### config.mk
export PLATFORM = sky130hd
export DESIGN_NAME = sram_ctrl
export DESIGN_NICKNAME = d
export VERILOG_FILES = /design/src/rtl/sram_ctrl_pkg.sv /design/src/rtl/sram_ctrl_cnt.sv /design/src/rtl/sram_ctrl_fsm.sv /design/src/rtl/sram_ctrl_dp.sv /design/src/rtl/sram_ctrl.sv
export SDC_FILE = /design/constraint.sdc
export NUM_CORES = 1
export LEC_CHECK = 0
export BUFFER_PORTS_ARGS = -buffer_cell sky130_fd_sc_hd__buf_2
export CORE_ASPECT_RATIO = 1.4
export CORE_MARGIN = 4
export CORE_UTILIZATION = 30
export DETAILED_ROUTE_END_ITERATION = 8
export PLACE_DENSITY = 0.59
export SETUP_SLACK_MARGIN = 0.05
export SYNTH_ARGS = -nofsm -noshare
export SYNTH_HDL_FRONTEND = slang
export SYNTH_SLANG_ARGS = --single-unit
### constraint.sdc
create_clock -name clk_i -period 2.65 [get_ports clk_i]
set_clock_uncertainty 0.15 [all_clocks]
set_input_delay 0.265 -clock clk_i [delete_from_list [all_inputs] [get_ports clk_i]]
set_output_delay 0.265 -clock clk_i [all_outputs]
set_load 0.005 [all_outputs]
### src/rtl/sram_ctrl_pkg.sv
package sram_ctrl_pkg;
  typedef enum logic [2:0] {
    ST_IDLE, ST_RD_ACC, ST_RD_CAP, ST_TURN, ST_WR_SETUP, ST_WR_PULSE, ST_WR_REC
  } state_e;

  localparam int DEF_CLK_PS   = 10000;
  localparam int DEF_T_AA_PS  = 15000;
  localparam int DEF_T_WP_PS  = 12000;
  localparam int DEF_T_OHZ_PS = 7000;

  function automatic int cycles_for(input int t_ps, input int clk_ps);
    int c;
    c = (t_ps + clk_ps - 1) / clk_ps;
    return (c < 1) ? 1 : c;
  endfunction
endpackage

### src/rtl/sram_ctrl_cnt.sv
module sram_ctrl_cnt #(
  parameter int W = 2
) (
  input  logic         clk_i,
  input  logic         rst_ni,
  input  logic         load_i,
  input  logic [W-1:0] load_val_i,
  input  logic         dec_i,
  output logic         zero_o
);
  logic [W-1:0] cnt_q;

  always_ff @(posedge clk_i or negedge rst_ni) begin
    if (!rst_ni)     cnt_q <= '0;
    else if (load_i) cnt_q <= load_val_i;
    else if (dec_i)  cnt_q <= cnt_q - 1'b1;
  end

  assign zero_o = (cnt_q == '0);
endmodule

### src/rtl/sram_ctrl_fsm.sv
module sram_ctrl_fsm
  import sram_ctrl_pkg::*;
#(
  parameter int RD_CYC = 2,
  parameter int WP_CYC = 2,
  parameter int TA_CYC = 1,
  parameter int CNT_W  = 2
) (
  input  logic             clk_i,
  input  logic             rst_ni,
  input  logic             req_valid_i,
  input  logic             req_write_i,
  input  logic             cnt_zero_i,
  output logic             cnt_load_o,
  output logic [CNT_W-1:0] cnt_val_o,
  output logic             cnt_dec_o,
  output logic             ready_o,
  output logic             accept_o,
  output logic             capture_o,
  output logic             cs_n_o,
  output logic             we_n_o,
  output logic             oe_n_o,
  output logic             drv_o
);
  state_e state_q, state_d;

  always_comb begin
    state_d    = state_q;
    cnt_load_o = 1'b0;
    cnt_val_o  = '0;
    cnt_dec_o  = 1'b0;
    capture_o  = 1'b0;
    unique case (state_q)
      ST_IDLE: if (req_valid_i) begin
        if (req_write_i) state_d = ST_WR_SETUP;
        else begin
          state_d    = ST_RD_ACC;
          cnt_load_o = 1'b1;
          cnt_val_o  = CNT_W'(RD_CYC - 1);
        end
      end
      ST_RD_ACC: if (cnt_zero_i) begin
        state_d   = ST_RD_CAP;
        capture_o = 1'b1;
      end else cnt_dec_o = 1'b1;
      ST_RD_CAP: begin
        state_d    = ST_TURN;
        cnt_load_o = 1'b1;
        cnt_val_o  = CNT_W'(TA_CYC - 1);
      end
      ST_TURN: if (cnt_zero_i) state_d = ST_IDLE;
               else cnt_dec_o = 1'b1;
      ST_WR_SETUP: begin
        state_d    = ST_WR_PULSE;
        cnt_load_o = 1'b1;
        cnt_val_o  = CNT_W'(WP_CYC - 1);
      end
      ST_WR_PULSE: if (cnt_zero_i) state_d = ST_WR_REC;
                   else cnt_dec_o = 1'b1;
      ST_WR_REC: state_d = ST_IDLE;
      default:   state_d = ST_IDLE;
    endcase
  end

  // strobes registered from the next state so the pins never glitch
  always_ff @(posedge clk_i or negedge rst_ni) begin
    if (!rst_ni) begin
      state_q <= ST_IDLE;
      cs_n_o  <= 1'b1;
      we_n_o  <= 1'b1;
      oe_n_o  <= 1'b1;
      drv_o   <= 1'b0;
    end else begin
      state_q <= state_d;
      cs_n_o  <= !(state_d inside {ST_RD_ACC, ST_WR_PULSE});
      we_n_o  <= !(state_d inside {ST_WR_SETUP, ST_WR_PULSE});
      oe_n_o  <= (state_d != ST_RD_ACC);
      drv_o   <= (state_d inside {ST_WR_SETUP, ST_WR_PULSE, ST_WR_REC});
    end
  end

  assign ready_o  = (state_q == ST_IDLE);
  assign accept_o = ready_o && req_valid_i;
endmodule

### src/rtl/sram_ctrl_dp.sv
module sram_ctrl_dp #(
  parameter int ADDR_W = 19,
  parameter int DATA_W = 8
) (
  input  logic              clk_i,
  input  logic              rst_ni,
  input  logic              accept_i,
  input  logic              capture_i,
  input  logic [ADDR_W-1:0] req_addr_i,
  input  logic [DATA_W-1:0] req_wdata_i,
  input  logic [DATA_W-1:0] mem_rdata_i,
  output logic [ADDR_W-1:0] addr_o,
  output logic [DATA_W-1:0] wdata_o,
  output logic [DATA_W-1:0] rdata_o,
  output logic              rvalid_o
);
  always_ff @(posedge clk_i or negedge rst_ni) begin
    if (!rst_ni) begin
      addr_o   <= '0;
      wdata_o  <= '0;
      rdata_o  <= '0;
      rvalid_o <= 1'b0;
    end else begin
      if (accept_i) begin
        addr_o  <= req_addr_i;
        wdata_o <= req_wdata_i;
      end
      if (capture_i) rdata_o <= mem_rdata_i;
      rvalid_o <= capture_i;
    end
  end
endmodule

### src/rtl/sram_ctrl.sv
module sram_ctrl
  import sram_ctrl_pkg::*;
#(
  parameter int ADDR_W   = 19,
  parameter int DATA_W   = 8,
  parameter int CLK_PS   = DEF_CLK_PS,
  parameter int T_AA_PS  = DEF_T_AA_PS,
  parameter int T_WP_PS  = DEF_T_WP_PS,
  parameter int T_OHZ_PS = DEF_T_OHZ_PS
) (
  input  logic              clk_i,
  input  logic              rst_ni,
  input  logic              req_valid_i,
  output logic              req_ready_o,
  input  logic              req_write_i,
  input  logic [ADDR_W-1:0] req_addr_i,
  input  logic [DATA_W-1:0] req_wdata_i,
  output logic              rsp_valid_o,
  output logic [DATA_W-1:0] rsp_rdata_o,
  output logic [ADDR_W-1:0] sram_addr_o,
  output logic              sram_cs_n_o,
  output logic              sram_we_n_o,
  output logic              sram_oe_n_o,
  output logic [DATA_W-1:0] sram_dq_o,
  input  logic [DATA_W-1:0] sram_dq_i,
  output logic              sram_dq_oe_o
);
  localparam int RD_CYC  = cycles_for(T_AA_PS, CLK_PS);
  localparam int WP_CYC  = cycles_for(T_WP_PS, CLK_PS);
  localparam int TA_CYC  = cycles_for(T_OHZ_PS, CLK_PS);
  localparam int MAX_CYC = (RD_CYC > WP_CYC) ? ((RD_CYC > TA_CYC) ? RD_CYC : TA_CYC)
                                             : ((WP_CYC > TA_CYC) ? WP_CYC : TA_CYC);
  localparam int CNT_W   = (MAX_CYC > 1) ? $clog2(MAX_CYC) : 1;

  logic             cnt_load, cnt_dec, cnt_zero, accept, capture;
  logic [CNT_W-1:0] cnt_val;

  sram_ctrl_cnt #(.W(CNT_W)) u_cnt (
    .clk_i, .rst_ni,
    .load_i(cnt_load), .load_val_i(cnt_val), .dec_i(cnt_dec), .zero_o(cnt_zero)
  );

  sram_ctrl_fsm #(
    .RD_CYC(RD_CYC), .WP_CYC(WP_CYC), .TA_CYC(TA_CYC), .CNT_W(CNT_W)
  ) u_fsm (
    .clk_i, .rst_ni,
    .req_valid_i, .req_write_i,
    .cnt_zero_i(cnt_zero), .cnt_load_o(cnt_load), .cnt_val_o(cnt_val), .cnt_dec_o(cnt_dec),
    .ready_o(req_ready_o), .accept_o(accept), .capture_o(capture),
    .cs_n_o(sram_cs_n_o), .we_n_o(sram_we_n_o), .oe_n_o(sram_oe_n_o), .drv_o(sram_dq_oe_o)
  );

  sram_ctrl_dp #(.ADDR_W(ADDR_W), .DATA_W(DATA_W)) u_dp (
    .clk_i, .rst_ni,
    .accept_i(accept), .capture_i(capture),
    .req_addr_i, .req_wdata_i, .mem_rdata_i(sram_dq_i),
    .addr_o(sram_addr_o), .wdata_o(sram_dq_o),
    .rdata_o(rsp_rdata_o), .rvalid_o(rsp_valid_o)
  );
endmodule

## Word level (Yosys, flattened, before mapping)

Cells that the tools add are included.

| operators by class | value |
|---|---|
| muxes and demuxes | 16 |
| equal/unequal tests | 10 |
| add/subtract/negate cells | 1 |
| reduce and logical (&&, ||, !) cells | 10 |

Operators by type and width:

| operator | number |
|---|---|
| 3-bit one-hot mux with 6 select lines | 1 |
| 3-bit equality test (second input constant) | 5 |
| 3-bit two-way mux | 5 |
| 1-bit two-way mux | 8 |
| 3-bit by 1-bit equality test with 1-bit output (second input constant) | 2 |
| 3-bit by 2-bit equality test with 1-bit output (second input constant) | 2 |
| 2-bit nonzero test | 3 |
| 1-bit one-hot mux with 2 select lines | 2 |
| 3-bit zero test | 1 |
| 3-bit by 1-bit inequality test with 1-bit output (second input constant) | 1 |
| 3-bit nonzero test | 1 |
| 3-bit OR reduction | 1 |
| 1-bit zero test | 2 |
| 2-bit OR reduction | 1 |
| 1-bit logical AND | 1 |
| 1-bit subtractor (second input constant) | 1 |

| word-level totals | value |
|---|---|
| bits in registers | 44 |
| input port bits | 39 |
| logic and storage cells | 47 |
| output and inout bits | 41 |

## Depth between registers and ports, before layout

| depth | value |
|---|---|
| word-level depth | 6 |
| gate-level depth with buffers | 4 |
| depth with buffers taken out | 2 |

## Modules after synthesis

Synthesis repeated with hierarchy kept, for this count alone.

| unflattened totals | value |
|---|---|
| cell total of the unflattened synthesis | 116 |
| area, all modules | 1,843.0 sq um |

Modules (own cells, without submodules):

| module | seq. area each (sq um) | cells an instance | area an instance (sq um) | instances |
|---|---|---|---|---|
| sram_ctrl_dp | 900.9 | 75 | 1,426.4 | 1 |
| sram_ctrl_fsm | 178.9 | 36 | 370.4 | 1 |
| sram_ctrl_cnt | 25.0 | 5 | 46.3 | 1 |

## Least setup slack after synthesis

OpenSTA, ideal clock, no wires.

| timing path | value |
|---|---|
| path type | register -> register |
| from | register u_fsm.state_q[0] |
| to | register u_dp.addr_o[10] |
| path slack | 0.854 ns |
| data required time | 2.375 ns |
| path buffers | 2 |
| arrival time | 1.521 ns |
| clock period less this slack | 1.796 ns |
| library setup time | 0.125 ns |
| cell stages (with the launch flop) | 5 |
| cell sequence | dfrtp_1 > buf_6 > nor4b_4 > buf_6 > mux2_4 |

| between the ends | value |
|---|---|
| longest elaborated chain between the ends | 2 |

RTL lines:

| what | RTL line | text |
|---|---|---|
| from (decl) | sram_ctrl_fsm.sv:25 | `state_e state_q, state_d;` |
| from (signal assigned) | sram_ctrl_fsm.sv:74 | `state_q <= state_d;` |
| 3-bit zero test | sram_ctrl_fsm.sv:82 | `assign ready_o = (state_q == ST_IDLE);` |
| 1-bit logical AND | sram_ctrl_fsm.sv:83 | `assign accept_o = ready_o && req_valid_i;` |
| to (signal assigned) | sram_ctrl_dp.sv:25 | `addr_o <= req_addr_i;` |
| to (decl) | sram_ctrl_dp.sv:12 | `output logic [ADDR_W-1:0] addr_o,` |

Every way passes these cells.
A chain may end at the register's enable or synchronous reset.

## Worst setup path in the final report

| timing path | value |
|---|---|
| from | register u_fsm.state_q[1] |
| to | register u_dp.addr_o[5] |

Same word-level chain as after synthesis.

==> out/metrics.cfg <==
[cells_and_area]
layout-drive-gt1-share_pct = 68.0
diodes = 0
fin_util_pct = 40.8
nets = 232
syn_to_final_growth_pct = 31.6

[placed_design]
dp_slack_ns = 0.662
gp_congestion = 0.725
io_buffers = 79
dp_hpwl_um = 2910

[yosys]
yosysTopAreaCellShare_pct = 56.4
synth.distinct_cells = 23
synth_ff_type = dfrtp_1
yosysMostFrequentCell = dfrtp_1
synth-seq-cells = 44
synth_top_family_by_area = multiplexers
synth_nets = 148
synth_top_area_cell = dfrtp_1
synthMuxAreaShare_pct = 26.4
ys.warnings.count = 0
synth_edf_count = 0
syn_inst = 109
async_flop_share_pct = 100
synth_xor_xnor_area_share_pct = 0
synth.cell_area_sq_um = 1820
avgSynthCellArea_sq_um = 16.7
synth.area.top_cells = dfrtp_1, mux2_4, mux2_2
yosys.area_share.adder_pct = 0
synth_compound_area_share_pct = 3.99
yosys.area_share.simple_pct = 6.19
ys_seq_area_share_pct = 60.8
synthTopCellsByCount = dfrtp_1, mux2_4, mux2_2

[clock_tree]
cts_sinks = 44
clk_path_buf_depth = 2
clock_latency_ns = 0.29
cts_resized = 0
cts.clk_slew.worst_paths_ns = 0.08
cts_root_buf = clkbuf_8
htreeDepth = 2
cts_tree = yes
cts_setup_buffers = 0
numCtsBuffers = 5

[setup_path]
path_class = flip-flop to flip-flop
crit_fanout = 27
startpoint = u_fsm.state_q[1]
startpoint_type = flip-flop
crit_arrival_ns = 2.00
cp_slowest_stage_delay_ns = 0.55
path_cells = nor4b_4, buf_4, mux2_2
timing.rr.start = u_fsm.state_q[1]
cpMaxStageDelayCell = dfrtp_1
critPathTopFamily = flip-flops
cp-end-kind = flip-flop
crit_buf_inv = 1
cp.required_ns = 2.68

[sta]
setup_ws_ns = 0.683
fin_hold_ws_ns = 0.0523
slew_viol_final = 0
fmax_mhz = 508
hold_viol_final = 0
period_share_pct = 74.2
rsz0062_at_grt = no
max_slew_margin_pct = 58.3
worstMarginPinSlew_ns = 0.623
setup_tns_ns = 0
period_minus_slack_ns = 1.97
setup_viol = 0

[grt]
grt_overflow_total = 0
grtUsageMet3_pct = 3.31
grt_antenna_before_repair = 0
grt.met2_usage_pct = 18.9
grt_pass1_wl_um = 5960
top_usage_layer = met2
met1_usage_pct = 11.5
grt_usage_pct = 10.7
grt_max_degree = 28
grt_pass1_vias = 1229

[worst_hold_path]
worstHoldPathType = primary input to flip-flop
worstHoldStart = req_addr_i[6]

[power]
seq_power_share_pct = 43.5
pwr-share-comb_pct = 39.2
p_sw_uw = 848
ir_drop_mv = 0.553
p_per_area_nw_per_um2 = 1200
p_clk_share_pct = 17.3
p_int_uw = 2020
sw_frac_of_total_pct = 29.6
total_power_uw = 2870
p_leak_uw = 0.00118

[route]
wire_per_inst_um = 14.6
ant_nets = 0
dr_total_vias = 1187
drtIter0Drc = 33
viasPerCell = 4.50
drt-pass1-iter-count = 3
routed_wl_um = 3860
drc = 0

[die]
start_util_pct = 31.0
die-area_sq_um = 7390
die_h_um = 100
core_sq_um = 5860
io-pin-count = 80
die_w_um = 73.8
std_cell_rows = 33

[flow_run]
cap_violations = 0

[outcome]
status = finished clean

## layout by cell type (no fill, tap or decap), drive strengths merged
cell type	n
mux2	35
a211o	2
nor2b	1
mux2i	1
a21bo	1
inv	2
buf	81
dfrtp	41
bufinv	1
nor2	1
clkinv	1
nand2	3
or2	1
nand2b	1
dfstp	3
dlygate4sd3	1
nand3b	1
clkbuf	6
o311a	2
o311ai	1
a21oi	3
or2b	2
nor4b	2
or3b	1
## power by group through the flow
stage          sequential (uW)  combinational [uW]  clock, uW
3_3_place_gp              1260                1130          0
6_report                  1250                1130        496
5_1_grt                   1290                1230        553
3_5_place_dp              1260                1150          0
2_1_floorplan             1230                 737          0
4_1_cts                   1250                1160        522
## layout make-up
| cell class | count | area (sq um) |
|---|---|---|
| clock buffer | 6 | 72.6 |
| timing repair buffer | 82 | 420 |
| sequential | 44 | 1100 |
| inverter | 2 | 7.51 |
| fill | 584 | 3470 |
| tap | 70 | 87.6 |
| multi-input combinational | 58 | 664 |
| clock inverter | 2 | 35.0 |
## stage by stage
| step | cells | cell area, sq um |
|---|---|---|
| floorplan | 109 | 1820 |
| global placement | 255 | 2270 |
| detailed placement | 255 | 2270 |
| CTS | 264 | 2390 |
| global route | 264 | 2390 |
| finish | 264 | 2390 |
## metal layers
metal	share of wire, %	routed length [um]
met2	56	2180
met3	4.9	191
met4	1.7	64
met5	0	0
met1	37	1430
## worst paths after layout
path,to,slack [ns],cells past startpoint
worst max-delay path,u_dp.addr_o[5],0.68,3
worst min-delay path,u_dp.addr_o[6],0.05,2
worst max register to register,u_dp.addr_o[5],0.68,3
worst min register to register,u_dp.rdata_o[7],0.35,1
max in group asynchronous,u_fsm.oe_n_o,1.28,3
min in group asynchronous,u_cnt.cnt_q,0.33,2
## registers in the layout (all words and copies together) (netlist names)
register,cells
u_cnt.cnt_q,1
u_dp.addr_o,19
u_dp.rdata_o,8
u_dp.rvalid_o,1
u_dp.wdata_o,8
u_fsm.cs_n_o,1
u_fsm.drv_o,1
u_fsm.oe_n_o,1
u_fsm.state_q,3
u_fsm.we_n_o,1
## logic make-up after synthesis
family,after synthesis
mux,36
simple gates,13
buf+inv,7
flops,44
compound gates,9
## repair_timing
item | in CTS | in global routing
endpoints found under the setup margin | 0 | 0
hold endpoints to repair | 22 | 0
hold buffers | 1 | 0
## worst reg2reg max path: stages (launching register included)
cell and delay [ns]:
dfrtp_1 0.55, nor4b_4 0.33, buf_4 0.44, mux2_2 0.40
Note: power is estimated with default switching activity, not from simulation.
